===== config.mk =====
export PLATFORM = sky130hd
export DESIGN_NAME = sleep_ctrl
export DESIGN_NICKNAME = d
export VERILOG_FILES = /design/src/rtl/sleep_pkg.sv /design/src/rtl/sleep_cfg_bridge.sv /design/src/rtl/sleep_wake_qual.sv /design/src/rtl/sleep_seq.sv /design/src/rtl/sleep_out_dec.sv /design/src/rtl/sleep_ctrl.sv
export SDC_FILE = /design/constraint.sdc
export NUM_CORES = 1
export LEC_CHECK = 0
export BUFFER_PORTS_ARGS = -buffer_cell sky130_fd_sc_hd__buf_2
export CORE_MARGIN = 2
export CORE_UTILIZATION = 34
export DETAILED_ROUTE_END_ITERATION = 10
export GPL_ROUTABILITY_DRIVEN = 0
export PLACE_DENSITY_LB_ADDON = 0.08
export SYNTH_ARGS = -nofsm -noshare
export SYNTH_HDL_FRONTEND = slang
export SYNTH_SLANG_ARGS = --single-unit
export TNS_END_PERCENT = 30

===== constraint.sdc =====
create_clock -name clk -period 1.56 [get_ports clk]
set_input_delay 0.156 -clock clk [delete_from_list [all_inputs] [get_ports clk]]
set_output_delay 0.156 -clock clk [all_outputs]
set_load 0.02 [all_outputs]

===== src/rtl/sleep_pkg.sv =====
package sleep_pkg;

    typedef enum logic {
        LVL_IDLE    = 1'b0,
        LVL_STANDBY = 1'b1
    } sleep_lvl_e;

    typedef enum logic [1:0] {
        MODE_ACTIVE  = 2'd0,
        MODE_IDLE    = 2'd1,
        MODE_STANDBY = 2'd2
    } mode_e;

    typedef enum logic [2:0] {
        ST_RUN     = 3'd0,
        ST_IDLE    = 3'd1,
        ST_STBY    = 3'd2,
        ST_WK_MAIN = 3'd3,
        ST_WK_BUS  = 3'd4
    } seq_state_e;

endpackage


===== src/rtl/sleep_cfg_bridge.sv =====
module sleep_cfg_bridge #(
    parameter int DLY = 2
) (
    input  logic clk,
    input  logic rst_n,
    input  logic wr_en,
    input  logic wr_lvl,
    output logic cfg_lvl
);
    typedef struct packed {
        logic [DLY-1:0] vld;
        logic [DLY-1:0] val;
        logic           cfg;
    } bridge_t;

    bridge_t br_d, br_q;

    always_comb begin
        br_d = br_q;
        br_d.vld[0] = wr_en;
        br_d.val[0] = wr_lvl;
        for (int i = 1; i < DLY; i++) begin
            br_d.vld[i] = br_q.vld[i-1];
            br_d.val[i] = br_q.val[i-1];
        end
        if (br_q.vld[DLY-1]) begin
            br_d.cfg = br_q.val[DLY-1];
        end
    end

    always_ff @(posedge clk or negedge rst_n) begin
        if (!rst_n) begin
            br_q <= '0;
        end else begin
            br_q <= br_d;
        end
    end

    assign cfg_lvl = br_q.cfg;

endmodule


===== src/rtl/sleep_wake_qual.sv =====
module sleep_wake_qual #(
    parameter int NPERIPH = 4
) (
    input  logic [NPERIPH-1:0] irq_req,
    input  logic [NPERIPH-1:0] irq_async,
    input  logic [NPERIPH-1:0] per_runstdby,
    input  logic [NPERIPH-1:0] sw_active,
    output logic               wake_idle,
    output logic               wake_stby,
    output logic               sw_any
);
    logic [NPERIPH-1:0] stby_ok;

    for (genvar p = 0; p < NPERIPH; p++) begin : g_qual
        assign stby_ok[p] = irq_req[p] & (irq_async[p] | per_runstdby[p]);
    end

    assign wake_idle = |irq_req;
    assign wake_stby = |stby_ok;
    assign sw_any    = |sw_active;

endmodule


===== src/rtl/sleep_seq.sv =====
module sleep_seq
    import sleep_pkg::*;
(
    input  logic       clk,
    input  logic       rst_n,
    input  logic       wfi_i,
    input  logic       cfg_lvl,
    input  logic       wake_idle,
    input  logic       wake_stby,
    output seq_state_e state
);
    typedef struct packed {
        seq_state_e st;
    } seq_t;

    seq_t seq_d, seq_q;

    always_comb begin
        seq_d = seq_q;
        unique case (seq_q.st)
            ST_RUN: begin
                if (wfi_i) begin
                    if (cfg_lvl == LVL_STANDBY) begin
                        if (!wake_stby) seq_d.st = ST_STBY;
                    end else begin
                        if (!wake_idle) seq_d.st = ST_IDLE;
                    end
                end
            end
            ST_IDLE:    if (wake_idle) seq_d.st = ST_WK_MAIN;
            ST_STBY:    if (wake_stby) seq_d.st = ST_WK_MAIN;
            ST_WK_MAIN: seq_d.st = ST_WK_BUS;
            ST_WK_BUS:  seq_d.st = ST_RUN;
            default:    seq_d.st = ST_RUN;
        endcase
    end

    always_ff @(posedge clk or negedge rst_n) begin
        if (!rst_n) begin
            seq_q.st <= ST_RUN;
        end else begin
            seq_q <= seq_d;
        end
    end

    assign state = seq_q.st;

endmodule


===== src/rtl/sleep_out_dec.sv =====
module sleep_out_dec
    import sleep_pkg::*;
#(
    parameter int NGCLK  = 3,
    parameter int NOSC   = 2,
    parameter int VREG_W = 2
) (
    input  seq_state_e        state,
    input  logic              sw_any,
    input  logic [NGCLK-1:0]  gclk_req,
    input  logic [NOSC-1:0]   osc_req,
    input  logic [NOSC-1:0]   osc_ondemand,
    input  logic [NOSC-1:0]   osc_runstdby,
    input  logic [VREG_W-1:0] stby_vreg_cfg,
    input  logic              stby_ram_lp,
    output logic              cpu_clk_en,
    output logic              ahb_clk_en,
    output logic              apb_clk_en,
    output logic              main_clk_en,
    output logic [NGCLK-1:0]  gclk_en,
    output logic [NOSC-1:0]   osc_run,
    output logic              vreg_lowpwr,
    output logic [VREG_W-1:0] vreg_sel,
    output logic              ram_lowpwr,
    output logic [1:0]        mode_o
);
    logic in_stby;
    logic in_sleep;

    assign in_stby  = (state == ST_STBY);
    assign in_sleep = (state == ST_IDLE) || in_stby;

    always_comb begin
        cpu_clk_en  = (state == ST_RUN);
        main_clk_en = !in_stby;
        if (in_sleep) begin
            ahb_clk_en = sw_any;
            apb_clk_en = sw_any;
        end else begin
            ahb_clk_en = (state != ST_WK_MAIN);
            apb_clk_en = (state != ST_WK_MAIN);
        end
        gclk_en = (in_stby && !sw_any) ? '0 : gclk_req;
        unique case (state)
            ST_IDLE: mode_o = MODE_IDLE;
            ST_STBY: mode_o = MODE_STANDBY;
            default: mode_o = MODE_ACTIVE;
        endcase
        vreg_lowpwr = in_stby;
        vreg_sel    = in_stby ? stby_vreg_cfg : '0;
        ram_lowpwr  = in_stby && stby_ram_lp;
    end

    for (genvar o = 0; o < NOSC; o++) begin : g_osc
        always_comb begin
            if (osc_ondemand[o]) begin
                osc_run[o] = osc_req[o];
            end else if (in_stby) begin
                osc_run[o] = osc_req[o] | osc_runstdby[o];
            end else begin
                osc_run[o] = 1'b1;
            end
        end
    end

endmodule


===== src/rtl/sleep_ctrl.sv =====
module sleep_ctrl
    import sleep_pkg::*;
#(
    parameter int NPERIPH    = 4,
    parameter int NGCLK      = 3,
    parameter int NOSC       = 2,
    parameter int VREG_W     = 2,
    parameter int BRIDGE_DLY = 2
) (
    input  logic               clk,
    input  logic               rst_n,
    input  logic               cfg_wr_en,
    input  logic               cfg_wr_lvl,
    output logic               cfg_rd_lvl,
    input  logic               wfi_i,
    input  logic [NPERIPH-1:0] irq_req,
    input  logic [NPERIPH-1:0] irq_async,
    input  logic [NPERIPH-1:0] per_runstdby,
    input  logic [NPERIPH-1:0] sw_active,
    input  logic [NGCLK-1:0]   gclk_req,
    input  logic [NOSC-1:0]    osc_req,
    input  logic [NOSC-1:0]    osc_ondemand,
    input  logic [NOSC-1:0]    osc_runstdby,
    input  logic [VREG_W-1:0]  stby_vreg_cfg,
    input  logic               stby_ram_lp,
    output logic               cpu_clk_en,
    output logic               ahb_clk_en,
    output logic               apb_clk_en,
    output logic               main_clk_en,
    output logic [NGCLK-1:0]   gclk_en,
    output logic [NOSC-1:0]    osc_run,
    output logic               vreg_lowpwr,
    output logic [VREG_W-1:0]  vreg_sel,
    output logic               ram_lowpwr,
    output logic [1:0]         mode_o
);
    logic       cfg_lvl;
    logic       wake_idle;
    logic       wake_stby;
    logic       sw_any;
    seq_state_e state;

    sleep_cfg_bridge #(.DLY(BRIDGE_DLY)) u_bridge (
        .clk     (clk),
        .rst_n   (rst_n),
        .wr_en   (cfg_wr_en),
        .wr_lvl  (cfg_wr_lvl),
        .cfg_lvl (cfg_lvl)
    );

    sleep_wake_qual #(.NPERIPH(NPERIPH)) u_qual (
        .irq_req      (irq_req),
        .irq_async    (irq_async),
        .per_runstdby (per_runstdby),
        .sw_active    (sw_active),
        .wake_idle    (wake_idle),
        .wake_stby    (wake_stby),
        .sw_any       (sw_any)
    );

    sleep_seq u_seq (
        .clk       (clk),
        .rst_n     (rst_n),
        .wfi_i     (wfi_i),
        .cfg_lvl   (cfg_lvl),
        .wake_idle (wake_idle),
        .wake_stby (wake_stby),
        .state     (state)
    );

    sleep_out_dec #(.NGCLK(NGCLK), .NOSC(NOSC), .VREG_W(VREG_W)) u_dec (
        .state         (state),
        .sw_any        (sw_any),
        .gclk_req      (gclk_req),
        .osc_req       (osc_req),
        .osc_ondemand  (osc_ondemand),
        .osc_runstdby  (osc_runstdby),
        .stby_vreg_cfg (stby_vreg_cfg),
        .stby_ram_lp   (stby_ram_lp),
        .cpu_clk_en    (cpu_clk_en),
        .ahb_clk_en    (ahb_clk_en),
        .apb_clk_en    (apb_clk_en),
        .main_clk_en   (main_clk_en),
        .gclk_en       (gclk_en),
        .osc_run       (osc_run),
        .vreg_lowpwr   (vreg_lowpwr),
        .vreg_sel      (vreg_sel),
        .ram_lowpwr    (ram_lowpwr),
        .mode_o        (mode_o)
    );

    assign cfg_rd_lvl = cfg_lvl;

endmodule


* Word level (Yosys, flattened, before mapping)
Index checks and enable logic that the tools add are counted.
** Storage, ports and cells
- Register bits after elaboration :: 8
- Logic and storage cells :: 48
- Input port bits :: 33
- Output and inout port bits :: 16
** Operators by class
- Mux-type cells :: 15
- Reductions and logical operators :: 10
- Equal/unequal tests :: 9
- Bitwise operators :: 10
** Operator list (number)
- 3-bit two-way mux :: 7
- 3-bit one-hot mux with 4 select lines :: 1
- 4-bit OR reduction :: 3
- 3-bit by 2-bit == test with 1-bit output (second input constant) :: 2
- 2-bit inequality test (second input constant) :: 3
- 3-bit inequality test (second input constant) :: 2
- 1-bit OR :: 6
- 1-bit two-way mux :: 5
- 5-bit AND reduction :: 1
- 1-bit bitwise AND :: 4
- 2-bit one-hot mux with 2 select lines :: 1
- 3-bit by 1-bit == test with 1-bit output (second input constant) :: 1
- 3-bit zero test :: 1
- 3-bit by 2-bit inequality test with 1-bit output (second input constant) :: 1
- 1-bit logical AND :: 2
- 1-bit zero test :: 2
- 2-bit two-way mux :: 1
- 1-bit logical OR :: 1

* Longest topological paths before layout
Gate-level depths: netlist (run 1).
- Depth after elaboration :: 7
- Mapped depth :: 5
- Mapped depth without buffers :: 5

* Hierarchy
From an unflattened synthesis (run 1), not the netlist that was laid out.
** Unflattened totals
- Cell total of the unflattened synthesis :: 45
- Area, all modules :: 465.4 um2
** By module, submodules not included
- sleep_out_dec :: cells an instance 20, seq. area each 0.0 um2, times used 1, area each 145.1 um2
- sleep_cfg_bridge :: cells an instance 6, seq. area each 125.1 um2, times used 1, area each 140.1 um2
- sleep_seq :: cells an instance 12, seq. area each 75.1 um2, times used 1, area each 138.9 um2
- sleep_wake_qual :: cells an instance 7, seq. area each 0.0 um2, times used 1, area each 41.3 um2

* Worst setup path before layout (run 1)
Ideal clock, no wire load.
- Path type :: reg2out
- From :: register u_seq.seq_q (netlist bit u_seq.state[2])
- To :: output gclk_en[0]
- Path buffers :: 0
- Data required time :: 1.404 ns
- Setup slack :: 0.223 ns
- Stages on the path, launching flop included :: 6
- Arrival :: 1.181 ns
- Path through :: dfrtp_1 > nor2_4 > nand2_2 > inv_2 > nand2_1 > and2_1
** Between the ends
- Longest elaborated chain between the ends :: 3
** Ends and longest elaborated chain
- from (decl) :: RTL line sleep_seq.sv:16 : seq_t seq_d, seq_q;
- from (signal assigned) :: RTL line sleep_seq.sv:42 : seq_q <= seq_d;
- 3-bit by 2-bit == test with 1-bit output :: RTL line sleep_out_dec.sv:30 : assign in_stby = (state == ST_STBY);
- net vreg_lowpwr :: RTL line sleep_ctrl.sv:32 : output logic vreg_lowpwr,
- 1-bit logical AND :: RTL line sleep_out_dec.sv:43 : gclk_en = (in_stby && !sw_any) ? '0 : gclk_req;
- 3-bit two-way mux :: RTL line sleep_out_dec.sv:43
- to (decl) :: RTL line sleep_ctrl.sv:30 : output logic [NGCLK-1:0] gclk_en,
The timed path passes the listed nets, and every way through them passes these cells.

* Final worst setup path (run 1)
- From :: register u_seq.seq_q (netlist bit u_seq.state[2])
- To :: output gclk_en[0]
** Between the ends
- Longest elaborated chain between the ends :: 3
** Ends and longest elaborated chain (RTL line)
- 3-bit by 2-bit == test with 1-bit output :: sleep_out_dec.sv:30
- 1-bit logical AND :: sleep_out_dec.sv:43
- 3-bit two-way mux :: sleep_out_dec.sv:43
Every way passes these cells.

==> results.md, run 1 <==
* Status: complete, no violations
* Area leader, netlist: dfrtp_1
* Fmax at 688 MHz
* CTS H-tree lvls at 1
* Hold EP: u_bridge.br_d[4]
* Yosys warns at 0
* Largest net degree at the start of global routing at 11
* FF+latch count, synth at 8
* Most frequent cells in the layout: 48 x buf_2, 6 x o21ai_0, 6 x buf_4, 6 x dfrtp_1, 5 x nor2_1
* Share of cells above drive strength 1 at 61.9%
* Worst setup path category: flip-flop to output port
* Synth unique cells at 23
* TritonCTS clock tree: done
* Initial cell density of the core at 35.7%
* Initial antenna violation count at 0
* Worst-Skew Late Latency at 0.25 ns
* Worst min-delay path class: input port to flip-flop
* Worst R2R Setup Slack at 0.41 ns
* Internal Power at 0.000597 W
* Area Overhead vs Synth at 70.8%
* Worst vdd ir at 715 uV
* RSZ-0062 raised after global routing: no
* Row Count at 13
* Max incr delay on CP at 0.41 ns
* First-pass GRT wire length at 1560 um
* Core ar. at 0.00128 mm^2
* Vias per cell at 4.46
* HP Start: cfg_wr_en
* Final setup viols at 0
* FF-to-FF Start: u_seq.state[2]
* I/O pin count at 49
* Syn nets at 82
* Skew final at 0.00622 ns
* Worst-path cell chain: nor2_4 > nand2_4 > inv_2 > nand2_1 > and2_1 > buf_2
* Worst-Margin Slew at 0.310 ns
* Die Area at 0.00166 mm^2
* Psw at 0.000426 W
* PwrDens at 1300 mW/mm^2
* Final hold vios at 0
* Starting DRT DRC Count at 1
* Worst setup EP type: output port
* Synth area leaders: dfrtp_1 44%, o21ai_0 6.5%, nor4_4 4.6%
* First-pass DRT Iterations at 2
* Cts bufs inserted at 3
* Core Util, Final at 61.1%
* Vias in the first global route at 401
* DRC Markers at 0
* Setup TNS at 0 ns
* Worst-path fanout max at 5
* IO Port Bufs at 48
* Seq pwr share at 29.1%
* Clock network fraction of total power at 14.9%
* Max clock buf depth at 2
* WP data required at 1.40 ns
* # nets final at 140
* Seq/Total Area, Yosys at 43.6%
* DR WL/cell at 9.28 um
* FF-to-FF End: u_seq.state[1]
* Clk pin slew, worst setup/hold paths at 0.05 ns
* Yosys top cell area share at 43.6%
* Chip Width at 40.8 um
* Cell count after synthesis at 49
* Antenna cells at 0
* GRT Residual Overflow at 0
* CTS Sinks at 8
* Slew headroom at 79.1%
* Hold depth at 1
* Post-route ant nets at 0
* Fill cells at 116
* Comb power frac at 56.0%
* Reg2Reg Depth at 5
* Mean Syn Cell Area at 9.37 um^2
* Via count at 535
* Arrival @ worst endpoint at 1.30 ns
* Overall Global Routing Usage at 14.6%
* Pins Over Slew Limit at 0
* Worst Setup Start Kind: flip-flop
* Detailed Place HPWL at 888 um
* Chip Height at 40.8 um
* Drt total wl at 1110 um
* Leakage at 0.447 nW
* Final Critical Period at 1.45 ns
* Cell area after synthesis at 459 um^2
* Slowest stage cell, crit path: dfrtp_1
* Clock root cell: clkbuf_4
* Sw frac at 41.7%
* Final period utilization at 93.2%
* Number of max-cap violations at 0
* Most common cell after layout, fill and taps aside: buf_2
[power groups by stage]
stage                     Clock [W]  Sequential [W]  Combinational [W]
after global routing       0.000167        0.000305           0.000639
after global placement            0        0.000303           0.000459
after detailed placement          0        0.000305           0.000458
final                      0.000153        0.000297           0.000573
after CTS                  0.000158        0.000304           0.000504
after floorplan                   0        0.000286           0.000339
[worst max-delay path by stage]
stage / end / depth (start not counted) / slack, ns / startpoint
finish: gclk_en[0] / 6 / 0.11 / u_seq.state[2]
global route: gclk_en[2] / 6 / 0.02 / u_seq.state[2]
detailed placement: gclk_en[0] / 6 / 0.20 / u_seq.state[0]
CTS: gclk_en[0] / 6 / 0.007 / u_seq.state[0]
floorplan: gclk_en[0] / 5 / 0.22 / u_seq.state[2]
global placement: gclk_en[0] / 6 / 0.23 / u_seq.state[0]
[stage by stage]
stage	hold slack, ns	setup slack [ns]	instances	power, W	instance area, um^2
6_report	0.00859	0.106	120	0.00102	785
2_1_floorplan	-0.140	0.223	49	0.000625	459
5_1_grt	0.00399	0.0208	120	0.00111	785
4_1_cts	0.00289	0.00717	116	0.000967	753
3_5_place_dp	0.00277	0.204	110	0.000763	699
3_3_place_gp	0.000967	0.230	110	0.000762	699
[synthesized netlist by cell type, drive strengths merged]
| library cell | n |
|---|---|
| and3 | 3 |
| a21o | 1 |
| o21ai | 6 |
| o21bai | 2 |
| nand2 | 5 |
| nor2 | 6 |
| o32ai | 1 |
| nor3 | 1 |
| inv | 4 |
| buf | 2 |
| nor4 | 2 |
| and2 | 3 |
| dfrtp | 8 |
| a31oi | 1 |
| o31a | 1 |
| o211ai | 2 |
| nand4 | 1 |
[registers in the layout, indices dropped and copies added (netlist names)]
name              flops
u_bridge.cfg_lvl      1
u_bridge.br_d         2
u_seq.state           3
u_bridge.br_q         2
[per-layer routing]
layer	wire length [um]	track usage, %	vias up
li1	-	-	284
met1	486	19.0	229
met2	538	21.4	22
met3	88	3.26	0
met4	0	10.0	0
met5	0	0	-
[worst max-delay path, delay by kind of cell (launching register included)]
| kind | cells | cell delay [ns] |
|---|---|---|
| buffers and inverters | 2 | 0.21 |
| DFF | 1 | 0.41 |
| and+or+nand+nor | 4 | 0.44 |
[final cells by class]
class	count	area [um^2]	share of cell area, %
Inverter	4	15.0	1.91
Clock buffer	3	22.5	2.87
Timing Repair Buffer	55	295	37.6
Tap cell	15	18.8	2.39
Sequential cell	8	203	25.8
Multi-Input combinational cell	35	230	29.3
[timing repair]
| item | CTS | global route |
|---|---|---|
| setup buffers | 2 | 4 |
| pin swaps | 1 | 1 |
| resized for setup | 2 | 1 |
| endpoints found under the hold margin | 8 | 0 |
| setup endpoints to repair | 3 | 3 |
| hold buffers | 1 | 0 |
[logic make-up (layout without fill, tap and decap cells)]
family | count (synthesis) | count (layout) | share of synthesized area, %
buffers and inverters | 6 | 62 | 7.36
AND/OR/NAND/NOR | 21 | 21 | 27.8
flip-flops | 8 | 8 | 43.6
AO/OA/AOI/OAI | 14 | 14 | 21.3
Note: power is estimated with default switching activity, not from simulation.
==> inputs of run 2 (changes only) <==
--- a/config.mk
+++ b/config.mk
@@ -5,12 +5,11 @@
 export SDC_FILE = /design/constraint.sdc
 export NUM_CORES = 1
 export LEC_CHECK = 0
-export BUFFER_PORTS_ARGS = -buffer_cell sky130_fd_sc_hd__buf_2
 export CORE_MARGIN = 2
 export CORE_UTILIZATION = 34
 export DETAILED_ROUTE_END_ITERATION = 10
+export DONT_BUFFER_PORTS = 1
 export GPL_ROUTABILITY_DRIVEN = 0
-export PLACE_DENSITY_LB_ADDON = 0.08
 export SYNTH_ARGS = -nofsm -noshare
 export SYNTH_HDL_FRONTEND = slang
 export SYNTH_SLANG_ARGS = --single-unit
==> run 2 against run 1 <==
Compared with the run above: first-iteration DRC count rose to 3.0 times the previous value; clock power about the same; hold slack better by 0.084 ns; sequential cell count unchanged; critical path depth down 1; critical path type unchanged; combinational power down 22%; die area unchanged; count of clock-buffer cells in the layout unchanged; highest routed layer unchanged; routed wire length down 18%; register-to-register slack about the same; sequential share of layout area up 9.3 points.
==> results.md, run 2 (synthesis gave the netlist of run 1 again) <==
* Final period utilization at 93.9% (+0.73 points)
* GRT Residual Overflow at 0 (unchanged)
* Row Count at 13 (unchanged)
* RSZ-0062 raised after global routing: yes
* First-pass DRT Iterations at 2 (unchanged)
* Share of cells above drive strength 1 at 30.0% (-32 points)
* Clk pin slew, worst setup/hold paths at 0.05 ns (about the same)
* DRC Markers at 0 (unchanged)
* PwrDens at 1580 mW/mm^2 (+21%)
* Worst Setup Start Kind: flip-flop
* Max reg flops at 3 (unchanged)
* Initial antenna violation count at 0 (unchanged)
* Worst min-delay path class: input port to flip-flop
* Number of max-cap violations at 0 (unchanged)
* # nets final at 95 (-32%)
* DR WL/cell at 12.2 um (+32%)
* Fill cells at 145 (+25%)
* Initial cell density of the core at 35.7% (unchanged)
* IO Port Bufs at 0 (-100%)
* Area Overhead vs Synth at 24.8%
* Worst setup path category: flip-flop to output port
* CTS H-tree lvls at 1 (unchanged)
* First-pass GRT wire length at 1320 um (-15%)
* Leakage at 0.271 nW (-39%)
* Worst-Skew Late Latency at 0.24 ns (about the same)
* Worst setup EP type: output port
* Slew headroom at 76.0% (-3.2 points)
* Final hold vios at 0 (unchanged)
* Detailed Place HPWL at 760 um (-14%)
* Final Instance Count excl. Fillers at 75 (-38%)
* Setup ws final at 0.0950 ns (-0.0113 ns)
* TritonCTS clock tree: done
* Placed cell count at 67 (-39%)
* Max clock buf depth at 2 (unchanged)
* Starting DRT DRC Count at 3 (+2)
* WP data required at 1.40 ns (about the same)
* Top Layer Used: met3
* Drt total wl at 918 um (-18%)
* Worst vdd ir at 657 uV (-8.1%)
* Clock root cell: clkbuf_4
* Total design power at 0.000906 W (-11%)
* Vias per cell at 5.57 (+25%)
* Cts bufs inserted at 3 (unchanged)
* Overall Global Routing Usage at 12.3% (-2.4 points)
* Vias in the first global route at 357 (-11%)
* Die Area at 0.00166 mm^2 (unchanged)
* Arrival @ worst endpoint at 1.31 ns (about the same)
* I/O pin count at 49 (unchanged)
* Post-route ant nets at 0 (unchanged)
* Pins Over Slew Limit at 0 (unchanged)
* Status: complete, no violations
* Routed wl met3 at 121 um (+38%)
* Most frequent cells in the layout: 7 x buf_4, 7 x dfrtp_1, 6 x o21ai_0, 5 x nor2_1, 4 x nand2_1
* Via count at 418 (-22%)
* Skew final at 0.00171 ns (-0.00451 ns)
* Fmax at 683 MHz (-0.77%)
* Worst-path fanout max at 8 (+3)
* Met1 wire length at 331 um (-32%)
* Core ar. at 0.00128 mm^2 (unchanged)
* Sequential Area at 201 um^2 (-0.62%)
* Antenna cells at 0 (unchanged)
* Setup WS pre-CTS at 0.270 ns (+0.0653 ns)
* Area of the multi-input gates at 233 um^2 (+1.1%)
* Worst-Margin Slew at 0.359 ns (+0.0493 ns)
* Chip Height at 40.8 um (unchanged)
* Routed wl met2 at 465 um (-14%)
* Chip Width at 40.8 um (unchanged)
* Final setup viols at 0 (unchanged)
* CTS Sinks at 8 (unchanged)
* Largest net degree at the start of global routing at 11 (unchanged)
* Final Critical Period at 1.47 ns (+0.0113 ns)
[run 2: cell count changes in the layout (fill, tap and decap cells not counted)]
cell	delta
buf_2	-48
dlygate4sd3_1	+2
and2_1	-1
and2_4	+1
buf_4	+1
dfrtp_1	+1
dfrtp_2	-1
[run 2: per-stage QoR]
step / TNS [ns] / hold slack (ns) / utilization (%) / area (um^2)
global placement: 0 / -0.139 / 38.7 / 497
detailed placement: 0 / -0.139 / 38.7 / 497
floorplan: 0 / -0.140 / - / 459
global route: -0.0309 / 0.0940 / 44.6 / 573
CTS: 0 / 0.0809 / 42.8 / 551
finish: 0 / 0.0926 / 44.6 / 573
[run 2: final timing paths]
path                                  start  cells after the start          endpoint  slack, ns
hold / removal                        wfi_i                      2    u_seq.state[0]       0.09
setup / recovery             u_seq.state[0]                      5        gclk_en[1]       0.09
min in group asynchronous             rst_n                      1  u_bridge.br_q[2]       0.26
max in group asynchronous             rst_n                      1    u_seq.state[0]       1.02
setup reg to reg             u_seq.state[0]                      5    u_seq.state[1]       0.42
hold reg to reg            u_bridge.br_d[2]                      0  u_bridge.br_q[2]       0.35
[run 2: cell type report]
cell class / instances / share of cell area, %
clock buffers: 3 / 3.93
inverters: 4 / 2.62
flip-flops and latches: 8 / 35.2
repair buffers: 10 / 14.4
multi-input cells: 35 / 40.6
well taps: 15 / 3.28
[run 2: per-layer routing]
metal  up-vias  track usage (%)
li1        199                -
met1       187             12.3
met2        32             23.0
met3         0             3.80
met4         0             5.00
met5         -                0
[run 2: power by group]
group	switching [W]	internal (W)
combinational	0.000267	0.000182
sequential	0.0000616	0.000245
clock	0.0000629	0.0000875
[run 2: worst max-delay path, stage by stage (launching register included)]
cell,delay [ns]
dfrtp_2,0.44
nor2_4,0.15
nand2_4,0.09
inv_2,0.07
nand2_1,0.07
and2_1,0.24
[run 2: timing repair]
| action | in CTS | in global routing |
|---|---|---|
| hold endpoints to repair | 10 | 0 |
| setup endpoints to repair | 3 | 5 |
| buffers inserted | 0 | 2 |
| pin swaps | 0 | 1 |
| hold buffers | 3 | 0 |
| resized for setup | 1 | 3 |
